===== config.mk =====
export PLATFORM = sky130hd
export DESIGN_NAME = scl_period_gen
export DESIGN_NICKNAME = d
export VERILOG_FILES = /design/src/rtl/scl_gen_pkg.sv /design/src/rtl/scl_count_sel.sv /design/src/rtl/scl_prescale.sv /design/src/rtl/scl_phase_cnt.sv /design/src/rtl/scl_period_gen.sv
export SDC_FILE = /design/constraint.sdc
export NUM_CORES = 1
export LEC_CHECK = 0
export BUFFER_PORTS_ARGS = -buffer_cell sky130_fd_sc_hd__buf_2
export CORE_ASPECT_RATIO = 0.8
export CORE_UTILIZATION = 46
export DETAILED_ROUTE_END_ITERATION = 8
export PLACE_DENSITY = 0.82
export SYNTH_ARGS = -nofsm -noshare
export SYNTH_HDL_FRONTEND = slang
export SYNTH_HIERARCHICAL = 1
export SYNTH_SLANG_ARGS = --single-unit

===== constraint.sdc =====
create_clock -name clk -period 2.9 [get_ports clk]
set_input_delay 0.435 -clock clk [delete_from_list [all_inputs] [get_ports clk]]
set_output_delay 0.435 -clock clk [all_outputs]
set_load 0.05 [all_outputs]

===== src/rtl/scl_gen_pkg.sv =====
`timescale 1ns/1ps
package scl_gen_pkg;
   typedef enum logic [1:0] {
      PH_IDLE = 2'd0,
      PH_LOW  = 2'd1,
      PH_WAIT = 2'd2,
      PH_HIGH = 2'd3
   } scl_phase_e;
endpackage


===== src/rtl/scl_count_sel.sv =====
`timescale 1ns/1ps
// Builds the effective count for one phase: byte plus optional ninth bit,
// with zero promoted to one.
module scl_count_sel #(
   parameter int BYTE_W = 8,
   parameter int CNT_W  = 9
) (
   input  logic [BYTE_W-1:0] byte_val,
   input  logic              ext_bit,
   input  logic              ext_en,
   output logic [CNT_W-1:0]  eff_cnt
);
   localparam int EXT_W = CNT_W - BYTE_W;

   generate
      if (EXT_W != 1) begin : g_bad_width
         $error("scl_count_sel: CNT_W must be BYTE_W + 1");
      end
   endgenerate

   logic [CNT_W-1:0] raw;

   always_comb begin
      raw     = {(ext_en & ext_bit), byte_val};
      eff_cnt = (raw == '0) ? CNT_W'(1) : raw;
   end
endmodule


===== src/rtl/scl_prescale.sv =====
`timescale 1ns/1ps
// Produces the count step enable: every clock, or every second clock.
module scl_prescale #(
   parameter bit HAS_DIV2 = 1'b1
) (
   input  logic clk,
   input  logic rst_n,
   input  logic restart,
   input  logic div2,
   output logic step
);
   generate
      if (HAS_DIV2) begin : g_div
         logic half_q;
         always_ff @(posedge clk or negedge rst_n) begin
            if (!rst_n)       half_q <= 1'b0;
            else if (restart) half_q <= 1'b0;
            else              half_q <= ~half_q;
         end
         assign step = div2 ? half_q : 1'b1;

         AST_DIV2_SPACING: assert property (@(posedge clk) disable iff (!rst_n)
            (div2 && step) |=> (!step || !div2));
      end else begin : g_nodiv
         assign step = 1'b1;
      end
   endgenerate
endmodule


===== src/rtl/scl_phase_cnt.sv =====
`timescale 1ns/1ps
// Down counter for the current phase; done fires on the final step.
module scl_phase_cnt #(
   parameter int CNT_W = 9
) (
   input  logic             clk,
   input  logic             rst_n,
   input  logic             clear,
   input  logic             load,
   input  logic [CNT_W-1:0] load_val,
   input  logic             count_en,
   input  logic             step,
   output logic [CNT_W-1:0] cnt,
   output logic             done
);
   localparam logic [CNT_W-1:0] ONE = CNT_W'(1);

   always_ff @(posedge clk or negedge rst_n) begin
      if (!rst_n)                                cnt <= '0;
      else if (clear)                            cnt <= '0;
      else if (load)                             cnt <= load_val;
      else if (count_en && step && (cnt > ONE))  cnt <= cnt - ONE;
   end

   assign done = count_en && step && (cnt <= ONE);

   AST_CNT_NONZERO: assert property (@(posedge clk) disable iff (!rst_n)
      count_en |-> (cnt != '0));
endmodule


===== src/rtl/scl_period_gen.sv =====
`timescale 1ns/1ps
module scl_period_gen #(
   parameter int BYTE_W   = 8,
   parameter int CNT_W    = 9,
   parameter bit HAS_DIV2 = 1'b1
) (
   input  logic              clk,
   input  logic              rst_n,
   input  logic              chan_en,
   input  logic              xfer_active,
   input  logic              div2_sel,
   input  logic              ext_cnt_en,
   input  logic [BYTE_W-1:0] low_byte,
   input  logic              low_ext,
   input  logic [BYTE_W-1:0] high_byte,
   input  logic              high_ext,
   input  logic              scl_in,
   output logic              scl_drive_low,
   output logic              bit_tick,
   output logic              phase_high
);
   import scl_gen_pkg::*;

   scl_phase_e       state_q, state_d;
   logic             run, load, clear, count_en, step, done, tick_q;
   logic [CNT_W-1:0] eff_low, eff_high, load_val, cnt;

   scl_count_sel #(.BYTE_W(BYTE_W), .CNT_W(CNT_W)) u_sel_low (
      .byte_val(low_byte), .ext_bit(low_ext), .ext_en(ext_cnt_en), .eff_cnt(eff_low));

   scl_count_sel #(.BYTE_W(BYTE_W), .CNT_W(CNT_W)) u_sel_high (
      .byte_val(high_byte), .ext_bit(high_ext), .ext_en(ext_cnt_en), .eff_cnt(eff_high));

   scl_prescale #(.HAS_DIV2(HAS_DIV2)) u_pre (
      .clk(clk), .rst_n(rst_n), .restart(load | clear), .div2(div2_sel), .step(step));

   scl_phase_cnt #(.CNT_W(CNT_W)) u_cnt (
      .clk(clk), .rst_n(rst_n), .clear(clear), .load(load), .load_val(load_val),
      .count_en(count_en), .step(step), .cnt(cnt), .done(done));

   assign run      = chan_en & xfer_active;
   assign clear    = ~run;
   assign count_en = (state_q == PH_LOW) || (state_q == PH_HIGH);
   assign load_val = (state_q == PH_WAIT) ? eff_high : eff_low;

   always_comb begin
      state_d = state_q;
      load    = 1'b0;
      case (state_q)
         PH_IDLE: begin
            state_d = PH_LOW;
            load    = 1'b1;
         end
         PH_LOW: if (done) state_d = PH_WAIT;
         PH_WAIT: if (scl_in) begin
            state_d = PH_HIGH;
            load    = 1'b1;
         end
         PH_HIGH: if (done) begin
            state_d = PH_LOW;
            load    = 1'b1;
         end
         default: state_d = PH_IDLE;
      endcase
      if (!run) begin
         state_d = PH_IDLE;
         load    = 1'b0;
      end
   end

   always_ff @(posedge clk or negedge rst_n) begin
      if (!rst_n) begin
         state_q <= PH_IDLE;
         tick_q  <= 1'b0;
      end else begin
         state_q <= state_d;
         tick_q  <= run && (state_q == PH_HIGH) && done;
      end
   end

   assign scl_drive_low = (state_q == PH_LOW);
   assign phase_high    = (state_q == PH_HIGH);
   assign bit_tick      = tick_q;

   AST_IDLE_RELEASE: assert property (@(posedge clk) disable iff (!rst_n)
      !run |=> (!scl_drive_low && !phase_high && !bit_tick));

   AST_HIGH_AFTER_SENSE: assert property (@(posedge clk) disable iff (!rst_n)
      $rose(phase_high) |-> $past(scl_in));

   AST_WAIT_FROZEN: assert property (@(posedge clk) disable iff (!rst_n)
      (state_q == PH_WAIT && !scl_in && run) |=> ($stable(cnt) && !phase_high));

   AST_TICK_AT_LOW_ENTRY: assert property (@(posedge clk) disable iff (!rst_n)
      bit_tick |-> (scl_drive_low && $past(phase_high)));
endmodule


==> summary.md <==
| Metric | Value |
|---|---|
| Status | finished with violations |
| Failing checks | DRC |
| Worst path arrival time | 2760 ps |
| Die area | 2670 µm² |
| Reg2Reg Depth | 9 |
| Min-delay worst type | input port to asynchronous set/reset pin |
| Crit-path most repeated cell | nand2_1 |
| Final Max Tran Viols | 0 |
| CTS Buf Count | 3 |
| Htree depth | 1 |
| Synthesized Nets | 164 |
| Max frequency | 0.385 GHz |
| Vias in the first global route | 926 |
| Synth Cell Area | 1130 µm² |
| GPL Wtd Cong | 0.786 |
| Max FO, Critical Path | 9 |
| Max-Cap Viols | 0 |
| Congestion Overflow GR | 0 |
| Clock Sinks | 13 |
| Initial antenna violation count | 0 |
| DRT Pass-1 Iters | 6 |
| Layout cell share with drive strength beyond 1 | 36.5% |
| Actual slew at the worst max-slew pin | 632 ps |
| Skew final | 8.17 ps |
| Residual DRC | 4 |
| Min Tclk post-route | 2590 ps |
| PwrDens | 344 nW/µm² |
| Dpl cells | 169 |
| Slowest stage delay, CP | 440 ps |
| YS warnings | 6 |
| Clock-pin slew on the worst setup and hold paths | 80 ps |
| First-pass GRT wire length | 4.13 mm |
| Die Span X | 57.5 µm |
| Core area | 2230 µm² |
| Synth top area share | 28.7% |
| Setup violators final | 0 |
| Worst VDD drop | 0.000204 V |
| Leakage power | 0.578 nW |
| Clock Latency Late Sink | 270 ps |
| Setup CP Type | flop to flop |
| Layout filler cell count | 209 |
| GRT Total Usage | 21.1% |
| Antenna cell count | 0 |
| EDFF count, synth | 0 |
| Initial Utilization | 50.7% |
| Cell variety after synth | 39 |
| Area grow syn2layout | 11.6% |
| Slowest-stage cell, CP | dfrtp_1 |
| CTS tree | done |
| Hold buffer count at cts | 0 |
| Post-route setup TNS | 0 ps |
| Vias | 1024 |
| Setup crit start kind | flop |
| Clk root buf | clkbuf_4 |
| RSZ-0062 raised after global routing | no |
| Reg2reg setup slack | 310 ps |
| PortBufs | 27 |
| Register Area | 325 µm² |
| Multi-input gate area | 686 µm² |
| Clock buffer depth | 2 |
| Final Hold Fails | 0 |
| Cell taking the most area after synthesis | dfrtp_1 |
| Setup Buffers After CTS | 0 |
| Crit end category | flop |
| Ys async rst share | 100% |
| Detailed placer's ending HPWL | 1.99 mm |
| DR WL/cell | 14.4 µm |
| Die Span Y | 46.4 µm |
| Final worst-path cycle share | 89.5% |
| Antenna Nets Post-Route | 0 |
| Floorplan row count | 15 |
| Synthesized area per cell | 8.51 µm² |
| Slew margin rel. | 57.9% |
| Worst setup path start | u_cnt/cnt[2] |
| Flops & latches, synth | 13 |
| Mapped Cells | 133 |
| Io pins | 28 |
| Required @ worst endpoint | 3070 ps |
| RR Startpoint | u_cnt/cnt[2] |
| Synth Flop Type | dfrtp_1 |
| Resized Gates After CTS | 0 |
| Pin count of the biggest net entering global routing | 15 |
| Crit-path cells | nor4_4 -> nand2_1 -> nor3_1 -> nand2_1 -> a31oi_1 -> nor2b_1 -> inv_1 -> and4_2 -> a2111oi_2 |
| Vias per std cell | 5.92 |
| Register area share after synthesis | 28.7% |
| Non-filler cells in the finished layout | 173 |
| Final nets | 180 |
| Routed WL | 2.49 mm |
| R2R Path End | u_cnt/cnt[7] |
| Largest cells by area after synthesis | dfrtp_1 29%, mux2_2 9.0%, ha_1 6.6% |
| DR iter-0 viols | 65 |
| Final Util | 56.6% |
[critical path, delay by kind of cell, from the launching register on]
family / cells / cell delay [ps]
buffers and inverters: 1 / 170
AOI/OAI and AO/OA: 2 / 520
DFF: 1 / 440
and+or+nand+nor: 6 / 1370
[routing by layer]
metal	up-vias	wire (µm)	global-route usage, %
li1	500	-	-
met1	473	1110	26.6
met2	49	1160	37.4
met3	2	209	5.06
met4	0	12	4.39
met5	-	0	0
[worst max-delay path by stage]
stage	end	cells past startpoint	slack, ps
after detailed placement	u_cnt/cnt[7]	9	340
after CTS	u_cnt/cnt[7]	9	330
after floorplan	u_cnt/cnt[7]	11	20
after global routing	u_cnt/cnt[7]	9	20
after global placement	u_cnt/cnt[7]	9	460
final	u_cnt/cnt[7]	9	310
[stage by stage]
stage	worst slack (ps)	total power, mW	hold WS, ps	area [µm²]
finish	306	0.435	29.7	1260
global route	19.1	0.464	47.8	1260
CTS	328	0.439	34.8	1260
detailed placement	344	0.329	338	1240
global placement	462	0.322	339	1240
floorplan	20.5	0.293	139	1130
[kinds of logic (layout without fill, tap and decap cells)]
group / after synthesis / in the layout / synth area share, %
and+or+nand+nor: 47 / 47 / 22.9
buffers and inverters: 30 / 45 / 10.7
AOI/OAI and AO/OA: 25 / 25 / 19.2
DFF: 13 / 13 / 28.7
muxes: 10 / 10 / 10.3
adders and majority gates: 6 / 6 / 6.63
xor gates and xnor gates: 2 / 2 / 1.55
[layout make-up]
cell class	count	area share [%]
sequential	13	25.7
multi-input combinational	90	54.3
inverter	12	3.56
timing repair buffer	29	11.9
clock buffer	4	2.08
tap	25	2.48
[Yosys cell counts, types with 2 or more instances]
library cell	instances
dfrtp_1	13
a2111oi_2	2
nor2_1	13
nor4_1	3
ha_1	6
nor3_1	5
and4_2	3
o21ai_0	2
a311oi_1	2
a31o_1	4
or3_1	2
nor2b_1	3
a21oi_1	3
clkbuf_1	15
nand2_1	9
or2_2	2
nand4_1	2
inv_1	12
mux2_2	9
a211oi_1	4
[sequential cells by signal, indices dropped and copies added (netlist names)]
register and flops:
u_pre/g_div.half_q 1, u_cnt/cnt 9, state_q 2, bit_tick 1
[layout by cell type, fill, tap and decap left out, types with 2 or more instances in the layout]
cell       Yosys  routed
buf_2          1      27
nor2_1        13      13
dfrtp_1       13      13
inv_1         12      12
nand2_1        9       9
mux2_2         9       9
ha_1           6       6
nor3_1         5       5
a211oi_1       4       4
a31o_1         4       4
nor2b_1        3       3
a21oi_1        3       3
clkbuf_4       0       3
and4_2         3       3
nor4_1         3       3
or2_2          2       2
or3_1          2       2
o21ai_0        2       2
nand4_1        2       2
a311oi_1       2       2
a2111oi_2      2       2
buf_4          0       2
[where the power goes]
| part | switching (mW) | total, mW | internal (mW) | leakage [nW] |
|---|---|---|---|---|
| Clock | 0.0547 | 0.108 | 0.0533 | 0.0150 |
| Sequential | 0.00982 | 0.199 | 0.189 | 0.178 |
| Combinational | 0.0708 | 0.129 | 0.0579 | 0.385 |
Note: power is estimated with default switching activity, not from simulation.
